<file path="src/rtl/div_pkg.sv">
package div_pkg;

    typedef enum logic [1:0] {
        ST_HALT     = 2'd0,
        ST_IDLE     = 2'd1,
        ST_SERIES   = 2'd2,
        ST_PARALLEL = 2'd3
    } div_state_e;

endpackage

</file>
<file path="src/rtl/div_mode_fsm.sv">
module div_mode_fsm
    import div_pkg::*;
(
    input  logic clk,
    input  logic rst,
    input  logic osc_en,
    input  logic test_sel,
    output logic count_en,
    output logic par_mode,
    output logic osc_run
);

    div_state_e state_q;
    div_state_e state_d;

    // next configuration from the inputs sampled at this edge
    always_comb begin
        unique case (state_q)
            ST_HALT, ST_IDLE, ST_SERIES, ST_PARALLEL: begin
                if (!osc_en)
                    state_d = ST_IDLE;
                else if (test_sel)
                    state_d = ST_PARALLEL;
                else
                    state_d = ST_SERIES;
            end
            default: state_d = ST_HALT;
        endcase
    end

    always_ff @(negedge clk or posedge rst) begin
        if (rst)
            state_q <= ST_HALT;
        else
            state_q <= state_d;
    end

    always_comb begin
        count_en = 1'b0;
        par_mode = 1'b0;
        unique case (state_q)
            ST_HALT:     count_en = 1'b0;
            ST_IDLE:     count_en = 1'b0;
            ST_SERIES:   count_en = 1'b1;
            ST_PARALLEL: begin
                count_en = 1'b1;
                par_mode = 1'b1;
            end
            default:     count_en = 1'b0;
        endcase
        osc_run = count_en;
    end

    AST_HALT_EXIT: assert property (@(negedge clk) disable iff (rst)
        (state_q == ST_HALT) |=> (state_q != ST_HALT));

    AST_EN_LOW_STOPS: assert property (@(negedge clk) disable iff (rst)
        !osc_en |=> !osc_run);

    AST_SEL_TAKES_EFFECT: assert property (@(negedge clk) disable iff (rst)
        (osc_en && test_sel) |=> (osc_run && par_mode));

endmodule

</file>
<file path="src/rtl/div_section.sv">
module div_section #(
    parameter int W = 8
) (
    input  logic         clk,
    input  logic         rst,
    input  logic         inc,
    output logic [W-1:0] val,
    output logic         full
);

    always_ff @(negedge clk or posedge rst) begin
        if (rst)
            val <= '0;
        else if (inc)
            val <= val + 1'b1;
    end

    assign full = &val;

    AST_SEC_STEP: assert property (@(negedge clk) disable iff (rst)
        inc |=> (val == W'($past(val) + 1'b1)));

    AST_SEC_HOLD: assert property (@(negedge clk) disable iff (rst)
        !inc |=> $stable(val));

endmodule

</file>
<file path="src/rtl/bin_div24.sv">
module bin_div24 #(
    parameter int SECT_W   = 8,
    parameter int NUM_SECT = 3,
    parameter int TAP_LO   = 18
) (
    input  logic                                 clk,
    input  logic                                 rst,
    input  logic                                 test_sel,
    input  logic                                 osc_en,
    output logic [SECT_W*NUM_SECT-TAP_LO:0]      taps,
    output logic                                 osc_run
);

    localparam int CHAIN_W = SECT_W * NUM_SECT;

    logic               count_en;
    logic               par_mode;
    logic [CHAIN_W-1:0] stage;

    div_mode_fsm u_fsm (
        .clk      (clk),
        .rst      (rst),
        .osc_en   (osc_en),
        .test_sel (test_sel),
        .count_en (count_en),
        .par_mode (par_mode),
        .osc_run  (osc_run)
    );

    for (genvar k = 0; k < NUM_SECT; k++) begin : gen_sec
        logic inc_k;
        logic full_k;
        if (k == 0) begin : g_first
            assign inc_k = count_en;
        end else begin : g_chain
            // parallel: every section sees the pulse; series: carry in
            assign inc_k = par_mode ? count_en
                                    : (gen_sec[k-1].inc_k & gen_sec[k-1].full_k);
        end
        div_section #(.W(SECT_W)) u_sec (
            .clk  (clk),
            .rst  (rst),
            .inc  (inc_k),
            .val  (stage[k*SECT_W +: SECT_W]),
            .full (full_k)
        );
    end

    assign taps = stage[CHAIN_W-1:TAP_LO-1];

    always @(negedge clk) begin
        if (rst) begin
            AST_RST_CLEAR: assert (taps == '0 && !osc_run);
        end
    end

    AST_SERIES_ROLL: assert property (@(negedge clk) disable iff (rst)
        (count_en && !par_mode && (&stage)) |=> (stage == '0));

    AST_PAR_TOP_WRAP: assert property (@(negedge clk) disable iff (rst)
        (count_en && par_mode && (&stage[CHAIN_W-1 -: SECT_W]))
        |=> (stage[CHAIN_W-1 -: SECT_W] == '0));

endmodule

</file>
<file path="config.mk">
export PLATFORM = sky130hd
export DESIGN_NAME = bin_div24
export DESIGN_NICKNAME = d
export VERILOG_FILES = /design/src/rtl/div_pkg.sv /design/src/rtl/div_mode_fsm.sv /design/src/rtl/div_section.sv /design/src/rtl/bin_div24.sv
export SDC_FILE = /design/constraint.sdc
export NUM_CORES = 1
export LEC_CHECK = 0
export ABC_AREA = 1
export BUFFER_PORTS_ARGS = -buffer_cell sky130_fd_sc_hd__buf_2
export CELL_PAD_IN_SITES_DETAIL_PLACEMENT = 0
export CELL_PAD_IN_SITES_GLOBAL_PLACEMENT = 1
export CORE_ASPECT_RATIO = 0.7
export CORE_MARGIN = 2
export CORE_UTILIZATION = 46
export CTS_BUF_LIST = sky130_fd_sc_hd__clkbuf_4 sky130_fd_sc_hd__clkbuf_8
export DETAILED_ROUTE_END_ITERATION = 6
export PLACE_DENSITY_LB_ADDON = 0.25
export SLEW_MARGIN = 30
export SYNTH_ARGS = -nofsm -noshare
export SYNTH_HDL_FRONTEND = slang
export SYNTH_HIERARCHICAL = 1
export SYNTH_SLANG_ARGS = --single-unit
</file>
<file path="constraint.sdc">
create_clock -name clk -period 2.43 [get_ports clk]
set_input_delay 0.486 -clock clk [delete_from_list [all_inputs] [get_ports clk]]
set_output_delay 0.486 -clock clk [all_outputs]
set_load 0.1 [all_outputs]
</file>
==> summary.txt <==
Clock network
  – Worst-skew pair later-pin latency: ~0.28 ns
  – Master cell of the clock root buffer: clkbuf_8
  – Resize count post-CTS: 0
  – CTS tree: done
  – Maximum count of clock buffers along a single path: 2
  – Clock slew seen by the registers of the worst setup and hold paths: 0.06 ns
  – Clock buffer count from CTS: 3
  – Clock Sinks: 26
  – Number of levels in the clock H-tree: 1

Floorplanning
  – Initial core utilization: 0.5012
  – Horizontal die dimension: between 60 and 70 µm
  – Number of top-level pins: 12
  – Core Area: between 2000 and 3000 µm²
  – Area of the die: 3204 µm²
  – Y dimension of the die: between 40 and 50 µm
  – Std cell rows: 15

Placed design
  – Worst setup timing slack at the placement stage: 0.04105 ns
  – Final HPWL from detailed placement: ~1700 µm
  – PortBufs: 11
  – Instance count after placement with tap cells included: between 150 and 200
  – RePlAce Congestion: approximately 0.82
  – Post-detailed-placement cell area: 1514 µm²

Worst setup path
  – WP data required: ~1.9 ns
  – Slowest Stage Delay on Critical Path: around 0.50 ns
  – Launch instance of the worst register-to-register path: gen_sec[0].u_sec/val[0]$_DFFE_NP0P_
  – Crit-path leading delay family: flip-flops
  – Worst Reg-to-Reg Cells: 9
  – Critical Path Start Type: flip-flop
  – Worst Path Arrival: around 2.2 ns
  – Critical path buffer and inverter count: 1
  – Slack of the worst reg-to-reg path: about 0.44 ns
  – Crit path max fanout: 2
  – Endpoint class of the critical path: output pin
  – Setup CP Type: reg -> out
  – Terminus of the critical flop-to-flop path: gen_sec[2].u_sec/val[5]$_DFFE_NP0P_
  – Slowest cell on the critical path: dfrtn_1
  – CP cell instances: buf_12

Pwr
  – Sum of internal, switching and leakage power: about 1.7 mW
  – Power density relative to cell area: 1057 nW/µm²
  – Maximum vdd ir drop: approximately 0.00053 V
  – Static power due to leakage: between 0.8 and 0.9 nW

Layout
  – Nets: ~160
  – Cell area after layout: approximately 1600 µm²
  – Number of standard cells in the final layout excluding fillers: between 150 and 200
  – Layout cells sized above 1: 0.2756
  – Antenna fix cells: 0
  – Utilization of the core after routing: 0.6375
  – Synth-to-layout area growth: 27.19%

Global routing
  – Antenna violations before repair: 0
  – All-layer global routing usage: 0.1755
  – Vias in the first global route: just under 900
  – Total congestion overflow: 0
  – Pin count of the biggest net entering global routing: 16
  – Global-route wire length before repair: 4071 µm

Outcome
  – Outcome: complete, but fails checks
  – Failing checks: negative setup slack

Timing
  – Total negative slack for setup checks: -1.699 ns
  – Setup ws final: -0.2457 ns
  – Finish-stage setup viols: 8
  – Normalized max-slew margin: 0.7205
  – Final clock skew: approximately 0.0044 ns
  – Setup repair after global routing missed its margin: yes
  – Slew Viols, Final: 0
  – Final hold slack: about 0.43 ns
  – Pin slew with the least headroom to its limit: 0.4177 ns
  – Final hold violation count: 0

Min path
  – Worst min-delay path category: reg -> reg
  – Min-Delay Path Depth: 1
  – Hold Crit Endpoint: gen_sec[1].u_sec/val[4]$_DFFE_NP0P_
  – Worst hold path startpoint: gen_sec[1].u_sec/val[4]$_DFFE_NP0P_

Synth
  – Yosys warnings: 6
  – Post-synth net total: around 140
  – Mean post-synth cell area: 9.477 µm²
  – Number of standard cells after synthesis: around 130
  – Mapped Area: between 1000 and 1500 µm²

Detailed routing
  – Starting DRC count in detailed routing: 34
  – Post-detailed-route DRC marker count: 0
  – 1st-pass router iterations: 4
  – DR WL/cell: 11.84 µm
  – Antenna violation net count after detailed routing: 0
  – Routed via count divided by cell count: between 4 and 5
  – Total Routed Length: roughly 2200 µm
  – Via Count: 901

Run
  – Max-capacitance violation count: 0
-- metal layers --
layer  routed length, µm  track usage
met5                   0            0
met4                   0      0.03673
met3                  81      0.04235
met2                1072       0.2880
met1                1095       0.2430
-- what timing repair did --
item | 4_1_cts | 5_1_grt
setup buffers | 2 | 2
hold buffers | 0 | 0
hold endpoints to repair | 0 | 0
setup endpoints to repair | 8 | 8
-- placed cells by master (no fill, tap or decap) --
| master | instances |
|---|---|
| nand2_1 | 26 |
| dfrtn_1 | 26 |
| inv_1 | 22 |
| xor2_1 | 9 |
| buf_4 | 9 |
| buf_12 | 8 |
| nor2_1 | 7 |
| nand2_2 | 6 |
| nand4_1 | 6 |
| xnor2_1 | 6 |
| nand3_1 | 5 |
| clkbuf_8 | 3 |
| mux2_2 | 3 |
| nor2_4 | 3 |
| inv_2 | 3 |
| nand3_2 | 3 |
| o21ai_0 | 3 |
| ha_1 | 3 |
| buf_2 | 3 |
| o21ai_2 | 1 |
| bufinv_16 | 1 |
-- report_power, final --
group	internal [mW]	switching [mW]	total (mW)
sequential	0.574	0.135	0.709
clock	0.220	0.134	0.354
combinational	0.269	0.375	0.644
-- layout make-up --
cell class	instances	area (µm²)
Fill cell	206	918.4
Sequential cell	26	650.6
Multi-Input combinational cell	81	514.2
Timing Repair Buffer	20	242.7
Inverter	25	93.84
Tap cell	34	42.54
Clock buffer	3	41.29
Clock inverter	1	30.03
-- registers in the layout, summed over array words and instances (netlist names) --
name and flops:
gen_sec.u_sec/val 24, u_fsm/state_q 2
-- worst max-delay path by stage --
stage,startpoint,to,depth (start not counted)
floorplan,gen_sec[2].u_sec/val[2]$_DFFE_NP0P_,taps[1],0
global placement,u_fsm/state_q[1]$_DFF_NP0_,osc_run,1
global route,u_fsm/state_q[1]$_DFF_NP0_,osc_run,1
detailed placement,gen_sec[2].u_sec/val[1]$_DFFE_NP0P_,taps[0],1
CTS,u_fsm/state_q[1]$_DFF_NP0_,osc_run,1
finish,u_fsm/state_q[1]$_DFF_NP0_,osc_run,1
Note: power is estimated with default switching activity, not from simulation.
